$ cat src/rtl/xbus_pkg.sv
package xbus_pkg;
   typedef enum logic [2:0] {
      PH_IDLE  = 3'd0,
      PH_ADDR  = 3'd1,
      PH_AHOLD = 3'd2,
      PH_SETUP = 3'd3,
      PH_DSTR  = 3'd4,
      PH_REL   = 3'd5
   } xbus_phase_e;

   // phases in which the data byte (not the address) owns the shared pins
   function automatic logic phase_is_data(xbus_phase_e p);
      return (p == PH_SETUP) || (p == PH_DSTR) || (p == PH_REL);
   endfunction
endpackage

$ cat src/rtl/xbus_port_cfg.sv
module xbus_port_cfg #(
   parameter int MODE_W     = 8,
   parameter int HI_W       = 8,
   parameter int LO_W       = 8,
   parameter int HI_SEL_A   = 7,
   parameter int HI_SEL_B   = 1,
   parameter int LO_SEL_ON  = 4,
   parameter int LO_SEL_OFF = 3
) (
   input  logic              clk,
   input  logic              rst_n,
   input  logic              lock,
   input  logic              cfg_we,
   input  logic [MODE_W-1:0] cfg_mode,
   input  logic              gp_we,
   input  logic [HI_W-1:0]   gp_hi,
   input  logic [LO_W-1:0]   gp_lo,
   output logic              hi_bus,
   output logic              lo_bus,
   output logic [HI_W-1:0]   gp_hi_q,
   output logic [LO_W-1:0]   gp_lo_q
);
   localparam int MAX_SEL = MODE_W - 1;

   if (HI_SEL_A > MAX_SEL || HI_SEL_B > MAX_SEL ||
       LO_SEL_ON > MAX_SEL || LO_SEL_OFF > MAX_SEL) begin : g_bad_sel
      $error("xbus_port_cfg: decode bit outside mode register");
   end
   if (LO_SEL_ON == LO_SEL_OFF) begin : g_bad_lo
      $error("xbus_port_cfg: shared port decode bits must differ");
   end

   logic cfg_unused;
   assign cfg_unused = ^cfg_mode;

   logic hi_dec, lo_dec;
   assign hi_dec = cfg_mode[HI_SEL_A] & cfg_mode[HI_SEL_B];
   assign lo_dec = cfg_mode[LO_SEL_ON] & ~cfg_mode[LO_SEL_OFF];

   always_ff @(posedge clk or negedge rst_n) begin
      if (!rst_n) begin
         hi_bus  <= 1'b0;
         lo_bus  <= 1'b0;
         gp_hi_q <= '0;
         gp_lo_q <= '0;
      end else if (!lock) begin
         if (cfg_we) begin
            hi_bus <= hi_dec;
            lo_bus <= lo_dec;
         end
         if (gp_we) begin
            gp_hi_q <= gp_hi;
            gp_lo_q <= gp_lo;
         end
      end
   end
endmodule

$ cat src/rtl/xbus_seq.sv
module xbus_seq
   import xbus_pkg::*;
#(
   parameter int ADDR_W = 16,
   parameter int DATA_W = 8
) (
   input  logic              clk,
   input  logic              rst_n,
   input  logic              lo_bus,
   input  logic              req_valid,
   input  logic              req_write,
   input  logic              req_data_space,
   input  logic [ADDR_W-1:0] req_addr,
   input  logic [DATA_W-1:0] req_wdata,
   input  logic [DATA_W-1:0] ad_in,
   output xbus_phase_e       phase,
   output logic [ADDR_W-1:0] x_addr,
   output logic [DATA_W-1:0] x_wdata,
   output logic              x_write,
   output logic              x_dspace,
   output logic [DATA_W-1:0] rdata,
   output logic              ready,
   output logic              done
);
   xbus_phase_e phase_nx;
   logic        accept;

   assign ready  = (phase == PH_IDLE) && lo_bus;
   assign accept = ready && req_valid;
   assign done   = (phase == PH_REL);

   always_comb begin
      phase_nx = phase;
      unique case (phase)
         PH_IDLE:  if (accept) phase_nx = PH_ADDR;
         PH_ADDR:  phase_nx = PH_AHOLD;
         PH_AHOLD: phase_nx = PH_SETUP;
         PH_SETUP: phase_nx = PH_DSTR;
         PH_DSTR:  phase_nx = PH_REL;
         PH_REL:   phase_nx = PH_IDLE;
         default:  phase_nx = PH_IDLE;
      endcase
   end

   always_ff @(posedge clk or negedge rst_n) begin
      if (!rst_n) begin
         phase    <= PH_IDLE;
         x_addr   <= '0;
         x_wdata  <= '0;
         x_write  <= 1'b0;
         x_dspace <= 1'b0;
         rdata    <= '0;
      end else begin
         phase <= phase_nx;
         if (accept) begin
            x_addr   <= req_addr;
            x_wdata  <= req_wdata;
            x_write  <= req_write;
            x_dspace <= req_data_space;
         end
         // sample while the data strobe is still low
         if (phase == PH_DSTR && !x_write) begin
            rdata <= ad_in;
         end
      end
   end
endmodule

$ cat src/rtl/xbus_pins.sv
module xbus_pins
   import xbus_pkg::*;
#(
   parameter int ADDR_W = 16,
   parameter int DATA_W = 8
) (
   input  xbus_phase_e               phase,
   input  logic                      hi_bus,
   input  logic                      lo_bus,
   input  logic [ADDR_W-1:0]         x_addr,
   input  logic [DATA_W-1:0]         x_wdata,
   input  logic                      x_write,
   input  logic                      x_dspace,
   input  logic [ADDR_W-DATA_W-1:0]  gp_hi_q,
   input  logic [DATA_W-1:0]         gp_lo_q,
   output logic                      pin_as_n,
   output logic                      pin_ds_n,
   output logic                      pin_rw,
   output logic                      pin_dm_n,
   output logic [ADDR_W-DATA_W-1:0]  pin_hi,
   output logic [DATA_W-1:0]         pin_ad_out,
   output logic                      pin_ad_oe
);
   localparam int HI_W = ADDR_W - DATA_W;

   logic in_xfer, data_ph;
   assign in_xfer = (phase != PH_IDLE);
   assign data_ph = phase_is_data(phase);

   assign pin_as_n = (phase != PH_ADDR);
   assign pin_ds_n = (phase != PH_DSTR);
   assign pin_rw   = ~(in_xfer & x_write);
   assign pin_dm_n = ~(in_xfer & x_dspace);

   for (genvar i = 0; i < HI_W; i++) begin : g_hi_lane
      assign pin_hi[i] = hi_bus ? x_addr[DATA_W+i] : gp_hi_q[i];
   end

   always_comb begin
      if (!lo_bus) begin
         pin_ad_out = gp_lo_q;
         pin_ad_oe  = 1'b1;
      end else if (data_ph) begin
         pin_ad_out = x_wdata;
         pin_ad_oe  = x_write;
      end else begin
         pin_ad_out = x_addr[DATA_W-1:0];
         pin_ad_oe  = 1'b1;
      end
   end
endmodule

$ cat src/rtl/xbus_ctrl.sv
module xbus_ctrl
   import xbus_pkg::*;
#(
   parameter int ADDR_W     = 16,
   parameter int DATA_W     = 8,
   parameter int MODE_W     = 8,
   parameter int HI_SEL_A   = 7,
   parameter int HI_SEL_B   = 1,
   parameter int LO_SEL_ON  = 4,
   parameter int LO_SEL_OFF = 3
) (
   input  logic                     clk,
   input  logic                     rst_n,
   input  logic                     req_valid,
   output logic                     req_ready,
   input  logic                     req_write,
   input  logic                     req_data_space,
   input  logic [ADDR_W-1:0]        req_addr,
   input  logic [DATA_W-1:0]        req_wdata,
   output logic                     rsp_done,
   output logic [DATA_W-1:0]        rsp_rdata,
   input  logic                     cfg_we,
   input  logic [MODE_W-1:0]        cfg_mode,
   input  logic                     gp_we,
   input  logic [ADDR_W-DATA_W-1:0] gp_hi,
   input  logic [DATA_W-1:0]        gp_lo,
   output logic                     pin_as_n,
   output logic                     pin_ds_n,
   output logic                     pin_rw,
   output logic                     pin_dm_n,
   output logic [ADDR_W-DATA_W-1:0] pin_hi,
   output logic [DATA_W-1:0]        pin_ad_out,
   output logic                     pin_ad_oe,
   input  logic [DATA_W-1:0]        pin_ad_in
);
   localparam int HI_W = ADDR_W - DATA_W;

   if (DATA_W < 1 || HI_W < 1) begin : g_bad_width
      $error("xbus_ctrl: address must be wider than the data byte");
   end

   xbus_phase_e       phase;
   logic              hi_bus, lo_bus;
   logic [HI_W-1:0]   gp_hi_q;
   logic [DATA_W-1:0] gp_lo_q;
   logic [ADDR_W-1:0] x_addr;
   logic [DATA_W-1:0] x_wdata;
   logic              x_write, x_dspace;
   logic              busy;

   assign busy = (phase != PH_IDLE);

   xbus_port_cfg #(
      .MODE_W(MODE_W), .HI_W(HI_W), .LO_W(DATA_W),
      .HI_SEL_A(HI_SEL_A), .HI_SEL_B(HI_SEL_B),
      .LO_SEL_ON(LO_SEL_ON), .LO_SEL_OFF(LO_SEL_OFF)
   ) u_cfg (
      .clk(clk), .rst_n(rst_n), .lock(busy),
      .cfg_we(cfg_we), .cfg_mode(cfg_mode),
      .gp_we(gp_we), .gp_hi(gp_hi), .gp_lo(gp_lo),
      .hi_bus(hi_bus), .lo_bus(lo_bus),
      .gp_hi_q(gp_hi_q), .gp_lo_q(gp_lo_q)
   );

   xbus_seq #(.ADDR_W(ADDR_W), .DATA_W(DATA_W)) u_seq (
      .clk(clk), .rst_n(rst_n), .lo_bus(lo_bus),
      .req_valid(req_valid), .req_write(req_write),
      .req_data_space(req_data_space), .req_addr(req_addr),
      .req_wdata(req_wdata), .ad_in(pin_ad_in),
      .phase(phase), .x_addr(x_addr), .x_wdata(x_wdata),
      .x_write(x_write), .x_dspace(x_dspace),
      .rdata(rsp_rdata), .ready(req_ready), .done(rsp_done)
   );

   xbus_pins #(.ADDR_W(ADDR_W), .DATA_W(DATA_W)) u_pins (
      .phase(phase), .hi_bus(hi_bus), .lo_bus(lo_bus),
      .x_addr(x_addr), .x_wdata(x_wdata), .x_write(x_write),
      .x_dspace(x_dspace), .gp_hi_q(gp_hi_q), .gp_lo_q(gp_lo_q),
      .pin_as_n(pin_as_n), .pin_ds_n(pin_ds_n), .pin_rw(pin_rw),
      .pin_dm_n(pin_dm_n), .pin_hi(pin_hi),
      .pin_ad_out(pin_ad_out), .pin_ad_oe(pin_ad_oe)
   );
endmodule

$ cat config.mk
export PLATFORM = sky130hd
export DESIGN_NAME = xbus_ctrl
export DESIGN_NICKNAME = d
export VERILOG_FILES = /design/src/rtl/xbus_pkg.sv /design/src/rtl/xbus_port_cfg.sv /design/src/rtl/xbus_seq.sv /design/src/rtl/xbus_pins.sv /design/src/rtl/xbus_ctrl.sv
export SDC_FILE = /design/constraint.sdc
export NUM_CORES = 1
export LEC_CHECK = 0
export ABC_AREA = 1
export BUFFER_PORTS_ARGS = -buffer_cell sky130_fd_sc_hd__buf_4
export CORE_ASPECT_RATIO = 0.75
export CORE_MARGIN = 2
export CORE_UTILIZATION = 25
export DETAILED_ROUTE_END_ITERATION = 8
export PLACE_DENSITY = 0.51
export SYNTH_ARGS = -nofsm -noshare
export SYNTH_HDL_FRONTEND = slang
export SYNTH_HIERARCHICAL = 1
export SYNTH_SLANG_ARGS = --single-unit
$ cat constraint.sdc
create_clock -name clk -period 1.4 [get_ports clk]
set_input_delay 0.07 -clock clk [delete_from_list [all_inputs] [get_ports clk]]
set_output_delay 0.07 -clock clk [all_outputs]
set_load 0.01 [all_outputs]
==> impl_metrics.ini, run 1 <==
[placed_design]
dp_hpwl_um = 5210
port_buffers = 89
dpl-instance-area_um2 = 3550
gp_congestion = 0.734
place_inst = 561

[flow_run]
cap_violations = 0

[sta]
grt_setup_unrepaired = yes
maxSlewViolCount = 0
tightest_slew_ns = 0.389
hold_viol = 0
period_minus_slack_ns = 1.50
slew_headroom_pct = 74.1
fmaxAchievable_mhz = 669
period_share_pct = 107
skew_ns = 0.00366
setup_viol = 23
setup_ws_ns = -0.0953

[setup_path]
crit_start = u_seq/phase[2]$_DFFE_PN0P_
r2r-start = u_seq/phase[1]$_DFFE_PN0P_
crit_cells = 7
crit_type = reg2out
cp.buffers_inverters = 2
required_ns = 1.33
r2r_end = u_seq/x_addr[1]$_DFFE_PN0P_
ff2ff_path_depth = 7
crit_family = flip-flops
r2r_slack_ns = -0.01
cp_data_arrival_time_ns = 1.43
crit_fanout = 5
crit_path_start_kind = flip-flop
endpoint = pin_ad_out[6]
cp_slowest_stage_delay_ns = 0.47
crit_path_cell_trace = inv_4 -> nand3_4 -> nand2_4 -> nand2_1 -> nand3_1 -> nand2_1 -> buf_6
endpoint_kind = output pin
crit_top_cell = nand2_1
cp_slowest_cell = dfrtp_2

[grt]
grtUsageMet3_pct = 3.60
antenna_found_initial = 0
grt_pass1_vias = 2622
track_usage_pct = 14.1
met2_usage_pct = 23.0
busiest_layer = met2
grt_use_met1_pct = 18.7
grt_pass1_wl_um = 12500
grt_max_degree = 29
grt.overflow.total = 0

[power_and_ir_drop]
p_leak_nw = 2.33
p_sw_mw = 3.28
irDropWorstVdd_mv = 0.680
power_frac_clock_pct = 15.4
powerDensity_nw_per_um2 = 1940
seqPwrFrac_pct = 34.0
p_sw_share_pct = 38.4
pwr-share-comb_pct = 50.6
p_int_mw = 5.27

[layout]
instances_no_fill = 624
drive_gt1_share_pct = 34.6
fin_nets = 550
final_cell_mix = nand2_1, buf_4, dfrtp_1, dlygate4sd3_1
layout.cells.most_common = nand2_1
syn_to_final_growth_pct = 67.2
n_antenna_cell = 0
finish.instance_area_um2 = 4410

[clocking]
clock_sinks = 55
clkTransAtPathRegs_ns = 0.07
htreeDepth = 2
ctsRootBufferMaster = clkbuf_16
cts_buffer_depth = 2
cts_tree = done
clk_latency_ns = 0.29
cts_buffers = 5

[floorplanning]
fp.dieH_um = 93.0
pin_count = 94
start_util_pct = 25.6
num_rows = 32
die_area_um2 = 11400
die_x_um = 123
core-area_um2 = 10300

[synth]
netlist_instances = 331
synth_area_um2 = 2640
yosys.area.top_type_share_pct = 52.2
synthMuxAreaShare_pct = 3.41
synth_top_family_by_area = simple AND/OR/NAND/NOR gates
synth_xor_area_share_pct = 0
synth_largest_area_cell = dfrtp_1
yosys_warnings = 6
synth_nets = 394
synth.distinct_cells = 21
synth_compound_area_share_pct = 0.569
synth-simple-area-share_pct = 37.1
synth_seq_area_share_pct = 52.2
ys_seq_elements = 55
synth_area_per_cell_um2 = 7.97
synth_fa_ha_area_share_pct = 0
netlist_top_cells_area = dfrtp_1, nand2_1, nand3_1

[detailed_routing]
wl_per_cell_um = 12.8
routed_wl_um = 7990
first_iter_violations = 73
drtAntennaViolNets = 0
vias = 2602
drt-pass1-iter-count = 5
drc = 0
viasPerCell = 4.17

[outcome]
violations = setup timing
status = finished, violations left

[min_path]
hold_path_depth = 3
hp-class = in2reg
hold_start = pin_ad_in[6]
==> worst min path at each step <==
stage	endpoint	slack, ns
final	u_seq/rdata[6]$_DFFE_PN0P_	0.01
after global routing	u_seq/rdata[3]$_DFFE_PN0P_	0.01
after CTS	u_seq/rdata[5]$_DFFE_PN0P_	0.002
after detailed placement	u_cfg/gp_hi_q[5]$_DFFE_PN0P_	0.02
after global placement	u_cfg/gp_hi_q[5]$_DFFE_PN0P_	0.02
after floorplan	u_cfg/gp_hi_q[0]$_DFFE_PN0P_	-0.23
==> cell families after synthesis <==
group	Yosys count
buf+inv	38
mux	8
compound gates	3
simple gates	227
flops	55
==> power by group through the flow <==
stage / clock [mW] / sequential, mW / combinational (mW)
final: 1.32 / 2.91 / 4.33
after global routing: 1.45 / 3.01 / 4.81
after CTS: 1.38 / 2.95 / 4.00
after detailed placement: 0 / 2.93 / 3.65
after global placement: 0 / 2.91 / 3.62
after floorplan: 0 / 2.86 / 2.10
==> metal layers <==
layer,vias to the layer above,part of all wire [%]
met3,9,4.8
met1,1199,49
met2,74,45
met4,0,0.91
li1,1320,-
met5,-,0
==> per-stage QoR <==
step                      hold WS (ns)  setup slack [ns]  setup TNS, ns  total power, mW  util (%)
after global routing            0.0117            -0.169          -3.55             9.27      42.9
final                           0.0134           -0.0953         -0.778             8.55      42.9
after floorplan                 -0.226             0.188              0             4.96         -
after CTS                      0.00207            -0.121         -0.909             8.33      41.1
after global placement          0.0185             0.102              0             6.53      34.5
after detailed placement        0.0207            0.0803              0             6.58      34.5
==> registers in the layout, indices dropped and copies added, names as in the netlist <==
register,count
u_cfg/hi_bus,1
u_seq/x_dspace,1
u_seq/phase,3
u_seq/rdata,8
u_seq/x_addr,16
u_cfg/gp_hi_q,8
u_seq/x_wdata,8
u_cfg/lo_bus,1
u_seq/x_write,1
u_cfg/gp_lo_q,8
==> cells in the mapped netlist <==
cell type	count
o21ai_0	1
nand3_2	1
inv_2	4
nor2_8	1
nor2_4	3
nor3_1	2
buf_6	3
dfrtp_1	55
nand3_4	1
nor2_1	6
nand2_4	2
a21oi_1	2
clkinv_1	1
nand3_1	25
nand2_1	184
nand4_4	1
buf_4	2
nand2_2	1
inv_1	24
buf_2	4
mux2_2	8
==> what timing repair did <==
action                                  4_1_cts  5_1_grt
pin swaps                                     9       14
setup buffers                                 2        5
gates resized for setup                      17       30
gates cloned                                  2        2
endpoints found under the setup margin       19       22
hold buffers                                 44        0
endpoints found under the hold margin        69        0
==> area by class of cell <==
cell class / instances / area, um^2
well taps: 136 / 170
flip-flops and latches: 55 / 1380
clock buffers: 8 / 156
inverters: 29 / 111
repair buffers: 156 / 1400
multi-input cells: 240 / 1190
fillers: 1027 / 5880
==> worst min-delay path: cells and delay by family <==
family	cells	cell delay [ns]
buffers and inverters	1	0.08
and+or+nand+nor	2	0.12
No activity file was read; power rests on OpenSTA's default activity.
==> run 2: changes to the inputs <==
- CORE_ASPECT_RATIO: 0.75 -> 0.8
- HOLD_SLACK_MARGIN: unset -> 0.08
==> run 2 against run 1 <==
  * The run still ends with setup timing left
  * Core utilization grew 4.8 points
  * Clock power up 22%
  * Via count up 4.7%
  * Maximum frequency is 0.79% lower
  * Total power increased by 11%
  * Critical endpoint unchanged
  * Highest routed layer unchanged
==> impl_metrics.ini, run 2 (synthesized netlist as in run 1, its figures left out) <==
[outcome]
status = finished, violations left
violations = setup timing

[floorplanning]
fp.dieH_um = 95.9
die_x_um = 119
die_area_um2 = 11400
pin_count = 94
num_rows = 33
core-area_um2 = 10300
start_util_pct = 25.7

[detailed_routing]
vias = 2723
routed_wl_um = 8660
viasPerCell = 4.22
drtAntennaViolNets = 0
drt-pass1-iter-count = 4
wl_per_cell_um = 13.4
first_iter_violations = 109
drc = 0

[clocking]
cts_buffer_depth = 2
clkTransAtPathRegs_ns = 0.08
clk_latency_ns = 0.30
clock_sinks = 55
cts_buffers = 5
ctsRootBufferMaster = clkbuf_16
htreeDepth = 2
cts_tree = done

[sta]
fmaxAchievable_mhz = 663
period_minus_slack_ns = 1.51
slew_headroom_pct = 79.0
period_share_pct = 108
skew_ns = 0.00690
tns_ns = -2.41
maxSlewViolCount = 0
hold_viol = 0
tightest_slew_ns = 0.315
grt_setup_unrepaired = yes
worst_hold_slack_ns = 0.195
setup_ws_ns = -0.107
setup_viol = 37

[layout]
top_register = u_seq/x_addr
finish.instance_area_um2 = 4900
layout.cells.most_common = nand2_1
final_cell_mix = nand2_1, buf_4, dlygate4sd3_1, dfrtp_1, nand2_2
final_util_pct = 47.7
syn_to_final_growth_pct = 85.8
n_antenna_cell = 0
drive_gt1_share_pct = 43.1
fin_nets = 568
largest_reg_flops = 16

[flow_run]
cap_violations = 0

[placed_design]
pre_cts_ws_ns = 0.0772
gp_congestion = 0.757
port_buffers = 89
dpl-instance-area_um2 = 3550
dp_hpwl_um = 5050

[grt]
grt_pass1_wl_um = 12500
grt.overflow.total = 0
antenna_found_initial = 0
grt_max_degree = 56
grt_pass1_vias = 2596
track_usage_pct = 13.8

[setup_path]
cp.buffers_inverters = 2
crit_path_cell_trace = inv_4 -> nand3_4 -> nand2_4 -> nand2_1 -> nand3_2 -> nand2_2 -> buf_6
required_ns = 1.33
r2r_slack_ns = -0.09
crit_type = reg2out
cp_data_arrival_time_ns = 1.44
cp_slowest_stage_delay_ns = 0.46
endpoint_kind = output pin
crit_path_start_kind = flip-flop
crit_fanout = 5
cp_slowest_cell = dfrtp_2
crit_family = flip-flops

[power_and_ir_drop]
irDropWorstVdd_mv = 0.789
powerDensity_nw_per_um2 = 1940
p_leak_nw = 2.55

[min_path]
hp-class = in2reg
-- run 2: cell types whose count changed in the layout (fill, tap and decap cells not counted), moves of 3 or more --
cell,before,now
nand2_1,169,133
nand3_2,4,7
nand2_2,14,32
nand3_1,22,18
dlygate4sd3_1,44,56
nand2_4,4,22
-- run 2: final cells by class --
cell class                 instances  area [um^2]
clock buffer                       5          125
clock inverter                     3         67.6
fill                             973         5380
inverter                          29          115
multi-input combinational        240         1410
sequential                        55         1380
tap                              140          175
timing repair buffer             174         1630
-- run 2: metal layers --
layer	GRT usage [%]	part of all wire [%]	vias up	routed length [um]
met2	23.7	47	81	4060
met1	17.3	46	1276	3990
met4	2.48	0.39	0	34
li1	-	-	1362	-
met5	0	0	-	0
met3	4.27	6.8	4	585
-- run 2: report_power, final --
part | switching [mW] | internal [mW] | leakage [nW] | total [mW]
combinational | 2.45 | 2.44 | 1.78 | 4.89
sequential | 0.619 | 2.39 | 0.677 | 3.01
clock | 0.581 | 1.03 | 0.0900 | 1.61
total | 3.65 | 5.85 | 2.55 | 9.50
-- run 2: path summary, 6_finish.rpt --
check                                                 from                            to  depth (start not counted)
min in group asynchronous                            rst_n  u_cfg/gp_hi_q[2]$_DFFE_PN0P_                          3
worst min register to register  u_seq/rdata[0]$_DFFE_PN0P_    u_seq/rdata[0]$_DFFE_PN0P_                          2
worst max-delay path            u_seq/phase[2]$_DFFE_PN0P_                 pin_ad_out[6]                          7
worst min-delay path                                 gp_we  u_cfg/gp_hi_q[5]$_DFFE_PN0P_                          4
max in group asynchronous                            rst_n    u_seq/phase[0]$_DFFE_PN0P_                          3
worst max register to register  u_seq/phase[1]$_DFFE_PN0P_   u_seq/x_addr[6]$_DFFE_PN0P_                          7
-- run 2: worst reg2reg max path: stages, from the launching register on --
cell and delay (ns):
dfrtp_2 0.46, buf_6 0.14, nor2_4 0.17, buf_6 0.13
nand4_4 0.13, clkbuf_16 0.23, nand2_1 0.06, nand2_1 0.06
-- run 2: per-stage QoR --
stage               power [mW]  cells
detailed placement        6.57    562
CTS                       8.64    632
global placement          6.52    562
global route              10.2    646
floorplan                 4.96    331
finish                    9.50    646
-- run 2: timing repair --
item | 4_1_cts | 5_1_grt
endpoints found under the hold margin | 107 | 0
hold buffers | 56 | 0
pin swaps | 7 | 23
endpoints found under the setup margin | 19 | 47
resized for setup | 19 | 89
gates cloned | 2 | 5
buffers inserted | 4 | 9
==> run 3: changes to the inputs <==
- CORE_UTILIZATION: 25 -> 48
- PLACE_DENSITY: 0.51 -> 0.82
==> run 3 against run 2 <==
  * The run still ends with setup timing left
  * Maximum frequency is 2.8% lower
  * Critical path depth decreased by 1
  * Sequential share of layout area grew 2.6 points
  * Core utilization increased by 36 points
  * Cell area decreased by 8.5%
  * Clock skew grew 0.0046 ns
==> impl_metrics.ini, run 3 (synthesized netlist as in run 1, its figures left out) <==
[setup_path]
r2r_slack_ns = -0.02
required_ns = 1.33
crit_path_cell_trace = buf_12 -> nand2_8 -> nand3_1 -> nand3_2 -> nand2_1 -> buf_4
cp.buffers_inverters = 2
crit_path_start_kind = flip-flop
crit_family = flip-flops
crit_type = reg2out
cp_data_arrival_time_ns = 1.48
ff2ff_path_depth = 7
cp_slowest_cell = dfrtp_2
r2r_end = u_cfg/gp_lo_q[2]$_DFFE_PN0P_
cp_slowest_stage_delay_ns = 0.47
crit_fanout = 10
r2r-start = u_seq/phase[1]$_DFFE_PN0P_
endpoint_kind = output pin

[floorplanning]
die_x_um = 86.9
pin_count = 94
num_rows = 24
core-area_um2 = 5380
fp.dieH_um = 70.3
start_util_pct = 49.1
die_area_um2 = 6110

[flow_run]
cap_violations = 0

[sta]
tightest_slew_ns = 0.688
skew_ns = 0.0114
period_share_pct = 111
slew_headroom_pct = 54.1
hold_viol = 0
fmaxAchievable_mhz = 645
period_minus_slack_ns = 1.55
maxSlewViolCount = 0
tns_ns = -1.42
setup_viol = 15
grt_setup_unrepaired = yes
setup_ws_ns = -0.150

[placed_design]
gp_congestion = 0.810
place_inst = 484
port_buffers = 89
dp_hpwl_um = 4510
pre_cts_ws_ns = -0.00902

[grt]
track_usage_pct = 27.2
grt.overflow.total = 0
grt_max_degree = 56
antenna_found_initial = 0
grt_pass1_vias = 2855
grt_pass1_wl_um = 12900

[layout]
multi_input_area_um2 = 1290
final_cell_mix = nand2_1, buf_4, dlygate4sd3_1, dfrtp_1, inv_1
drive_gt1_share_pct = 35.9
top_register = u_seq/x_addr
largest_reg_flops = 16
syn_to_final_growth_pct = 70.0
ff_latch_area_um2 = 1380
layout.cells.most_common = nand2_1
fin_nets = 563
n_antenna_cell = 0
fill_cells = 282
final_util_pct = 83.4
instances_no_fill = 566

[clocking]
cts_buffer_depth = 2
cts_buffers = 5
clkTransAtPathRegs_ns = 0.10
clk_latency_ns = 0.31
ctsRootBufferMaster = clkbuf_8
cts_tree = done
htreeDepth = 2
clock_sinks = 55

[detailed_routing]
wl_met3_um = 553
top_layer = met4
wl_per_cell_um = 15.4
drc = 0
drt-pass1-iter-count = 4
met2_length_um = 4490
viasPerCell = 5.01
routed_wl_um = 8730
first_iter_violations = 217
vias = 2835
drtAntennaViolNets = 0
wl_met1_um = 3500

[power_and_ir_drop]
irDropWorstVdd_mv = 1.23
p_leak_nw = 2.37
powerDensity_nw_per_um2 = 1960

[min_path]
hold_path_depth = 4
hold_start = gp_we
hold_path_end = u_cfg/gp_hi_q[0]$_DFFE_PN0P_
hp-class = in2reg

[outcome]
status = finished, violations left
violations = setup timing
-- run 3: cell types whose count changed in the layout (fill, tap and decap cells not counted), moves of 3 or more --
cell / change
buf_4: -5
buf_6: +3
clkbuf_16: -8
clkbuf_8: +5
nand2_1: +34
nand2_2: -17
nand2_4: -19
nand3_1: -3
nand3_2: +3
-- run 3: routing by layer --
layer	vias up	global-route usage, %
met5	-	0
li1	1350	-
met3	25	6.74
met4	0	8.33
met1	1344	33.2
met2	116	47.0
-- run 3: where the power goes --
group	leakage (nW)	total [mW]	internal, mW	switching [mW]
clock	0.0422	0.854	0.353	0.501
sequential	0.677	2.97	2.39	0.588
combinational	1.65	4.95	2.37	2.59
-- run 3: final cells by class --
class / count / area share, %
clock buffers: 7 / 1.70
clock inverters: 1 / 0.112
inverters: 29 / 2.79
multi-input cells: 241 / 28.7
flip-flops and latches: 55 / 30.8
well taps: 65 / 1.81
repair buffers: 168 / 34.1
-- run 3: worst max-delay path by stage --
stage	start	endpoint	slack, ns	depth (start not counted)
floorplan	u_seq/phase[1]$_DFFE_PN0P_	u_seq/x_write$_DFFE_PN0P_	0.19	5
global placement	u_seq/phase[1]$_DFFE_PN0P_	u_seq/x_wdata[6]$_DFFE_PN0P_	0.07	5
detailed placement	u_seq/phase[1]$_DFFE_PN0P_	u_seq/x_wdata[6]$_DFFE_PN0P_	-0.009	5
CTS	u_seq/phase[2]$_DFFE_PN0P_	pin_ad_out[0]	-0.11	7
global route	u_seq/phase[2]$_DFFE_PN0P_	pin_ad_out[6]	-0.23	7
finish	u_seq/phase[2]$_DFFE_PN0P_	pin_ad_out[0]	-0.15	6
-- run 3: through the flow --
step	hold slack [ns]	cell area (um^2)	power, mW
final	0.154	4490	8.78
after detailed placement	0.155	3390	6.43
after global placement	0.153	3390	6.31
after global routing	0.154	4490	9.37
after floorplan	-0.226	2640	4.96
after CTS	0.169	4180	7.80
-- run 3: what timing repair did --
item	4_1_cts	5_1_grt
gates resized for setup	30	41
endpoints found under the setup margin	31	72
hold endpoints to repair	107	0
setup buffers	3	11
pin swaps	10	15
gates cloned	3	1
hold buffers	56	0
-- run 3: worst min-delay path, cell delays in order --
cell	delay [ns]
buf_4	0.12
nand2_8	0.10
nand2_1	0.08
nand2_1	0.05
